--- config.mk ---
export PLATFORM = sky130hd
export DESIGN_NAME = dds_pwm_synth
export DESIGN_NICKNAME = d
export VERILOG_FILES = /design/src/rtl/dds_pwm_pkg.sv /design/src/rtl/dds_sample_seq.sv /design/src/rtl/dds_phase_acc.sv /design/src/rtl/dds_sine_rom.sv /design/src/rtl/dds_pwm_gen.sv /design/src/rtl/dds_pwm_synth.sv
export SDC_FILE = /design/constraint.sdc
export NUM_CORES = 1
export LEC_CHECK = 0
export BUFFER_PORTS_ARGS = -buffer_cell sky130_fd_sc_hd__clkbuf_2
export CAP_MARGIN = 20
export CORE_MARGIN = 2
export CORE_UTILIZATION = 55
export DETAILED_ROUTE_END_ITERATION = 6
export GPL_ROUTABILITY_DRIVEN = 0
export HOLD_SLACK_MARGIN = 0.1
export PLACE_DENSITY = 0.74
export RECOVER_POWER = 50
export SYNTH_ARGS = -nofsm -noshare
export SYNTH_HDL_FRONTEND = slang
export SYNTH_SLANG_ARGS = --single-unit
--- constraint.sdc ---
create_clock -name clk -period 4.8 [get_ports clk]
set_clock_uncertainty 0.15 [all_clocks]
set_input_delay 0.96 -clock clk [delete_from_list [all_inputs] [get_ports clk]]
set_output_delay 0.96 -clock clk [all_outputs]
set_load 0.01 [all_outputs]
--- src/rtl/dds_pwm_pkg.sv ---
package dds_pwm_pkg;

    typedef enum logic [0:0] {
        SEQ_WAIT = 1'b0,
        SEQ_STEP = 1'b1
    } seq_state_e;

    // Parabolic sine approximation, one table entry per index.
    function automatic int sine_point(input int idx, input int addr_w, input int amp_w);
        int half;
        int quarter;
        int mid;
        int x;
        int h;
        half    = 1 << (addr_w - 1);
        quarter = half / 2;
        mid     = 1 << (amp_w - 1);
        x       = idx % half;
        h       = (x * (half - x) * (mid - 1)) / (quarter * quarter);
        return (idx < half) ? (mid + h) : (mid - h);
    endfunction

endpackage

--- src/rtl/dds_sample_seq.sv ---
module dds_sample_seq
    import dds_pwm_pkg::*;
#(
    parameter int SAMPLE_DIV = 8
) (
    input  logic clk,
    input  logic rst,
    output logic step_o
);
    localparam int CNT_W = (SAMPLE_DIV > 2) ? $clog2(SAMPLE_DIV) : 1;
    localparam logic [CNT_W-1:0] LAST_WAIT = CNT_W'(SAMPLE_DIV - 2);

    seq_state_e       state_q;
    seq_state_e       state_d;
    logic [CNT_W-1:0] cnt_q;

    // State register and wait counter
    always_ff @(posedge clk) begin
        if (rst) begin
            state_q <= SEQ_WAIT;
            cnt_q   <= '0;
        end else begin
            state_q <= state_d;
            if (state_q == SEQ_STEP) cnt_q <= '0;
            else                     cnt_q <= cnt_q + 1'b1;
        end
    end

    // Transitions: arm (WAIT->STEP), resume (STEP->WAIT)
    always_comb begin
        state_d = state_q;
        unique case (state_q)
            SEQ_WAIT: if (cnt_q == LAST_WAIT) state_d = SEQ_STEP;
            SEQ_STEP: state_d = SEQ_WAIT;
            default:  state_d = SEQ_WAIT;
        endcase
    end

    // Outputs
    always_comb begin
        step_o = 1'b0;
        unique case (state_q)
            SEQ_WAIT: step_o = 1'b0;
            SEQ_STEP: step_o = 1'b1;
            default:  step_o = 1'b0;
        endcase
    end

endmodule

--- src/rtl/dds_phase_acc.sv ---
module dds_phase_acc #(
    parameter int PHASE_W = 16
) (
    input  logic               clk,
    input  logic               rst,
    input  logic               step_i,
    input  logic [PHASE_W-1:0] incr_i,
    output logic [PHASE_W-1:0] phase_o
);
    always_ff @(posedge clk) begin
        if (rst)         phase_o <= '0;
        else if (step_i) phase_o <= phase_o + incr_i;
    end
endmodule

--- src/rtl/dds_sine_rom.sv ---
module dds_sine_rom
    import dds_pwm_pkg::*;
#(
    parameter int ADDR_W = 8,
    parameter int AMP_W  = 8
) (
    input  logic [ADDR_W-1:0] addr_i,
    output logic [AMP_W-1:0]  amp_o
);
    localparam int DEPTH = 1 << ADDR_W;

    logic [AMP_W-1:0] table_q [DEPTH];

    for (genvar i = 0; i < DEPTH; i++) begin : g_entry
        assign table_q[i] = AMP_W'(sine_point(i, ADDR_W, AMP_W));
    end

    assign amp_o = table_q[addr_i];
endmodule

--- src/rtl/dds_pwm_gen.sv ---
module dds_pwm_gen #(
    parameter int PWM_W = 8
) (
    input  logic             clk,
    input  logic             rst,
    input  logic [PWM_W-1:0] level_i,
    output logic [PWM_W-1:0] cnt_o,
    output logic [PWM_W-1:0] duty_o,
    output logic             pwm_o
);
    localparam logic [PWM_W-1:0] MID = PWM_W'(1 << (PWM_W - 1));

    logic wrap;
    assign wrap = &cnt_o;

    always_ff @(posedge clk) begin
        if (rst) begin
            cnt_o  <= '0;
            duty_o <= MID;
        end else begin
            cnt_o <= cnt_o + 1'b1;
            if (wrap) duty_o <= level_i;
        end
    end

    assign pwm_o = (cnt_o < duty_o);
endmodule

--- src/rtl/dds_pwm_synth.sv ---
module dds_pwm_synth #(
    parameter int PHASE_W    = 16,
    parameter int ADDR_W     = 8,
    parameter int PWM_W      = 8,
    parameter int SAMPLE_DIV = 8
) (
    input  logic               clk,
    input  logic               rst,
    input  logic [PHASE_W-1:0] tune_word,
    output logic               pwm_o
);
    logic               step;
    logic [PHASE_W-1:0] phase;
    logic [PWM_W-1:0]   level;
    logic [PWM_W-1:0]   pwm_cnt;
    logic [PWM_W-1:0]   duty_q;

    dds_sample_seq #(.SAMPLE_DIV(SAMPLE_DIV)) u_seq (
        .clk    (clk),
        .rst    (rst),
        .step_o (step)
    );

    dds_phase_acc #(.PHASE_W(PHASE_W)) u_acc (
        .clk     (clk),
        .rst     (rst),
        .step_i  (step),
        .incr_i  (tune_word),
        .phase_o (phase)
    );

    dds_sine_rom #(.ADDR_W(ADDR_W), .AMP_W(PWM_W)) u_rom (
        .addr_i (phase[PHASE_W-1 -: ADDR_W]),
        .amp_o  (level)
    );

    dds_pwm_gen #(.PWM_W(PWM_W)) u_pwm (
        .clk     (clk),
        .rst     (rst),
        .level_i (level),
        .cnt_o   (pwm_cnt),
        .duty_o  (duty_q),
        .pwm_o   (pwm_o)
    );
endmodule

==> flow_summary.json <==
{
  "ir_worst_vdd_v": 0.000169,
  "power.leakage_nw": 1.69,
  "cts_tree": "built",
  "rrSetupSlack_ns": 1.70,
  "synth_top_area_frac": 0.167,
  "ys.flop_type": "dfxtp_1",
  "crit_chain": "clkbuf_1, inv_1, nand2_1, nor2_1, a221o_1",
  "ios": 19,
  "port_buffers": 18,
  "outcome": "complete, but fails checks",
  "setup_tns_ns": 0,
  "die_y_um": 92.6,
  "violations": "capacitance limit, slew limit",
  "final_cells": 662,
  "wl_per_cell_um": 18.5,
  "max_slew.worst_pin.slew_ns": 1.60,
  "synth_edf_count": 0,
  "grt_usage": 0.288,
  "cp-start-kind": "input port",
  "post-cts-setup-buffers": 0,
  "synth_xor_area_frac": 0.0386,
  "stdcell_area_um2": 4440,
  "switching_share": 0.239,
  "cts_max_path_buffers": 2,
  "slew_headroom": -0.0681,
  "min_path_type": "reg2reg",
  "synth-simple-area-share": 0.208,
  "syn_avg_cell_area_um2": 7.48,
  "yosysWarnings": 0,
  "synth_top_family_by_area": "compound AO/OA/AOI/OAI gates",
  "synth_compound_area_frac": 0.323,
  "hold_buffers": 0,
  "place_hpwl_mm": 8.56,
  "clock_sinks": 36,
  "grt_overflow_total": 0,
  "routed_via_density": 6.87,
  "worstPathRequired_ns": 4.83,
  "grt_pass1_vias": 4211,
  "max_stage_delay_ns": 1.14,
  "worstSetupPathType": "in2reg",
  "pwr-share-comb": 0.111,
  "yosysTopAreaCell": "dfxtp_1",
  "grt_pass1_wl_mm": 20.4,
  "synthAdderAreaFrac": 0.121,
  "clockPowerShare": 0.435,
  "die_w_um": 92.6,
  "h-tree-depth": 2,
  "cts_root_buf": "clkbuf_8",
  "syn-num-nets": 636,
  "antennaDiodeCount": 0,
  "via_count": 4545,
  "area_growth_pct": 2.84,
  "core_um2": 7650,
  "cp_slowest_cell": "clkbuf_1",
  "p_int_uw": 520,
  "synth_mux_area_frac": 0.0606,
  "clk_latency_ns": 0.29,
  "final.min_clock_period_ns": 3.17,
  "netlist_area_um2": 4320,
  "cts_resized": 0,
  "final_hold_viol_count": 0,
  "synthDistinctLibCells": 75,
  "ys_top_cells_by_area": "dfxtp_1 17%, ha_1 12%, nor2_1 5.1%",
  "power.switching_uw": 163,
  "power_density_nw_per_um2": 154,
  "drt_pass1_iterations": 6,
  "fin_nets": 618,
  "cts_buffers": 5,
  "yosysSeqAreaShare": 0.167,
  "clk_pin_slew_ns": 0.08,
  "die_area_um2": 8570,
  "async_flop_share": 0,
  "dp.cells": 654,
  "fmax_ghz": 0.316,
  "ant_nets": 0,
  "max_cap_violations": 1,
  "period_share": 0.660,
  "setup_viol": 0,
  "dpl_cell_area_um2": 4320,
  "crit_fanout": 34,
  "drtIter0Drc": 573,
  "cp.arrival_ns": 3.20,
  "power_frac_seq": 0.454,
  "antenna_found_initial": 0,
  "netlist_instances": 577,
  "drive_gt1_frac": 0.0893,
  "slew_viol_final": 35,
  "drc": 0,
  "synth-seq-cells": 36,
  "grt_max_degree": 47,
  "rows": 32,
  "endpoint_kind": "flop",
  "wirelength_mm": 12.2,
  "rsz0062_at_grt": "false",
  "initial_utilization": 0.564
}
kinds of logic after synthesis:
group	Yosys count
compound gates	200
simple gates	187
buf+inv	72
fa+ha+maj	41
flops	36
mux	22
xor+xnor	19
critical path: cells and delay by family:
kind                   cells  cell delay, ns
AOI/OAI and AO/OA          1            0.32
buffers and inverters      2            1.56
and+or+nand+nor            2            0.35
routing by layer:
metal / up-vias / wire [um] / global-route usage / share of wire
met5: - / 0 / 0 / 0
met1: 2070 / 5140 / 0.404 / 0.42
met3: 62 / 1320 / 0.0431 / 0.11
met4: 0 / 449 / 0.112 / 0.037
met2: 312 / 5340 / 0.443 / 0.44
li1: 2101 / - / - / -
area by class of cell:
class	count	area, um2
clock inverter	1	30.0
fill	742	3210
multi-input combinational	469	3240
timing repair buffer	25	140
tap	102	128
clock buffer	7	96.3
inverter	22	82.6
sequential	36	723
stage by stage:
step / worst slack (ns) / total power, mW / utilization / hold slack, ns
floorplan: 1.88 / 0.370 / - / 0.277
global placement: 1.65 / 0.389 / 0.564 / 0.290
detailed placement: 1.60 / 0.391 / 0.564 / 0.304
CTS: 1.69 / 0.688 / 0.581 / 0.314
global route: 1.44 / 0.712 / 0.580 / 0.329
finish: 1.63 / 0.682 / 0.580 / 0.314
cells in the final DEF, fill, tap and decap left out, types with 4 or more instances in the layout:
cell       count
a311oi_1       5
o311ai_1       4
nor2_1        59
clkbuf_8       7
o21ai_0       34
o221ai_1       5
a211oi_1      22
a31oi_1       10
o22ai_1        6
a21o_1        13
xor2_1         7
inv_1         18
nand2_1       46
dfxtp_1       34
nand2b_1       9
nand3_1       14
and3_1         4
nor3_1        13
nor2b_1       17
clkbuf_2      16
o31ai_1        4
o211ai_1      12
nand4_1        7
buf_4          7
ha_1          40
a21oi_1       33
o2111ai_1      5
mux2i_1       16
xnor2_1       12
o21ai_1        5
power groups by stage:
stage | combinational, mW | sequential (mW) | clock, mW
final | 0.0758 | 0.310 | 0.297
after global routing | 0.0847 | 0.311 | 0.317
after CTS | 0.0749 | 0.310 | 0.303
after detailed placement | 0.0743 | 0.317 | 0
after global placement | 0.0727 | 0.316 | 0
after floorplan | 0.0553 | 0.314 | 0
state kept, by name, summed over array words and instances, names as in the netlist:
register,cells
u_acc.phase_o,16
u_pwm.cnt_o,8
u_pwm.duty_o,8
u_seq.cnt_q,3
u_seq.state_q,1
cells in the mapped netlist (all sizes together) (13+ instances only):
cell type and n:
a211oi 22, a21o 13, a21oi 33, buf 33
clkbuf 17, dfxtp 36, ha 40, inv 21
mux2i 16, nand2 46, nand3 15, nor2 60
nor2b 18, nor3 13, o21ai 39
final timing paths:
kind                                     endpoint              start  cells after the start
worst max register to register    u_pwm.duty_o[0]  u_acc.phase_o[10]                      8
worst min register to register    u_pwm.duty_o[5]    u_pwm.duty_o[5]                      2
worst max-delay path            u_acc.phase_o[14]                rst                      5
worst min-delay path              u_pwm.duty_o[5]    u_pwm.duty_o[5]                      2
Power figures use the tool's default switching activity.
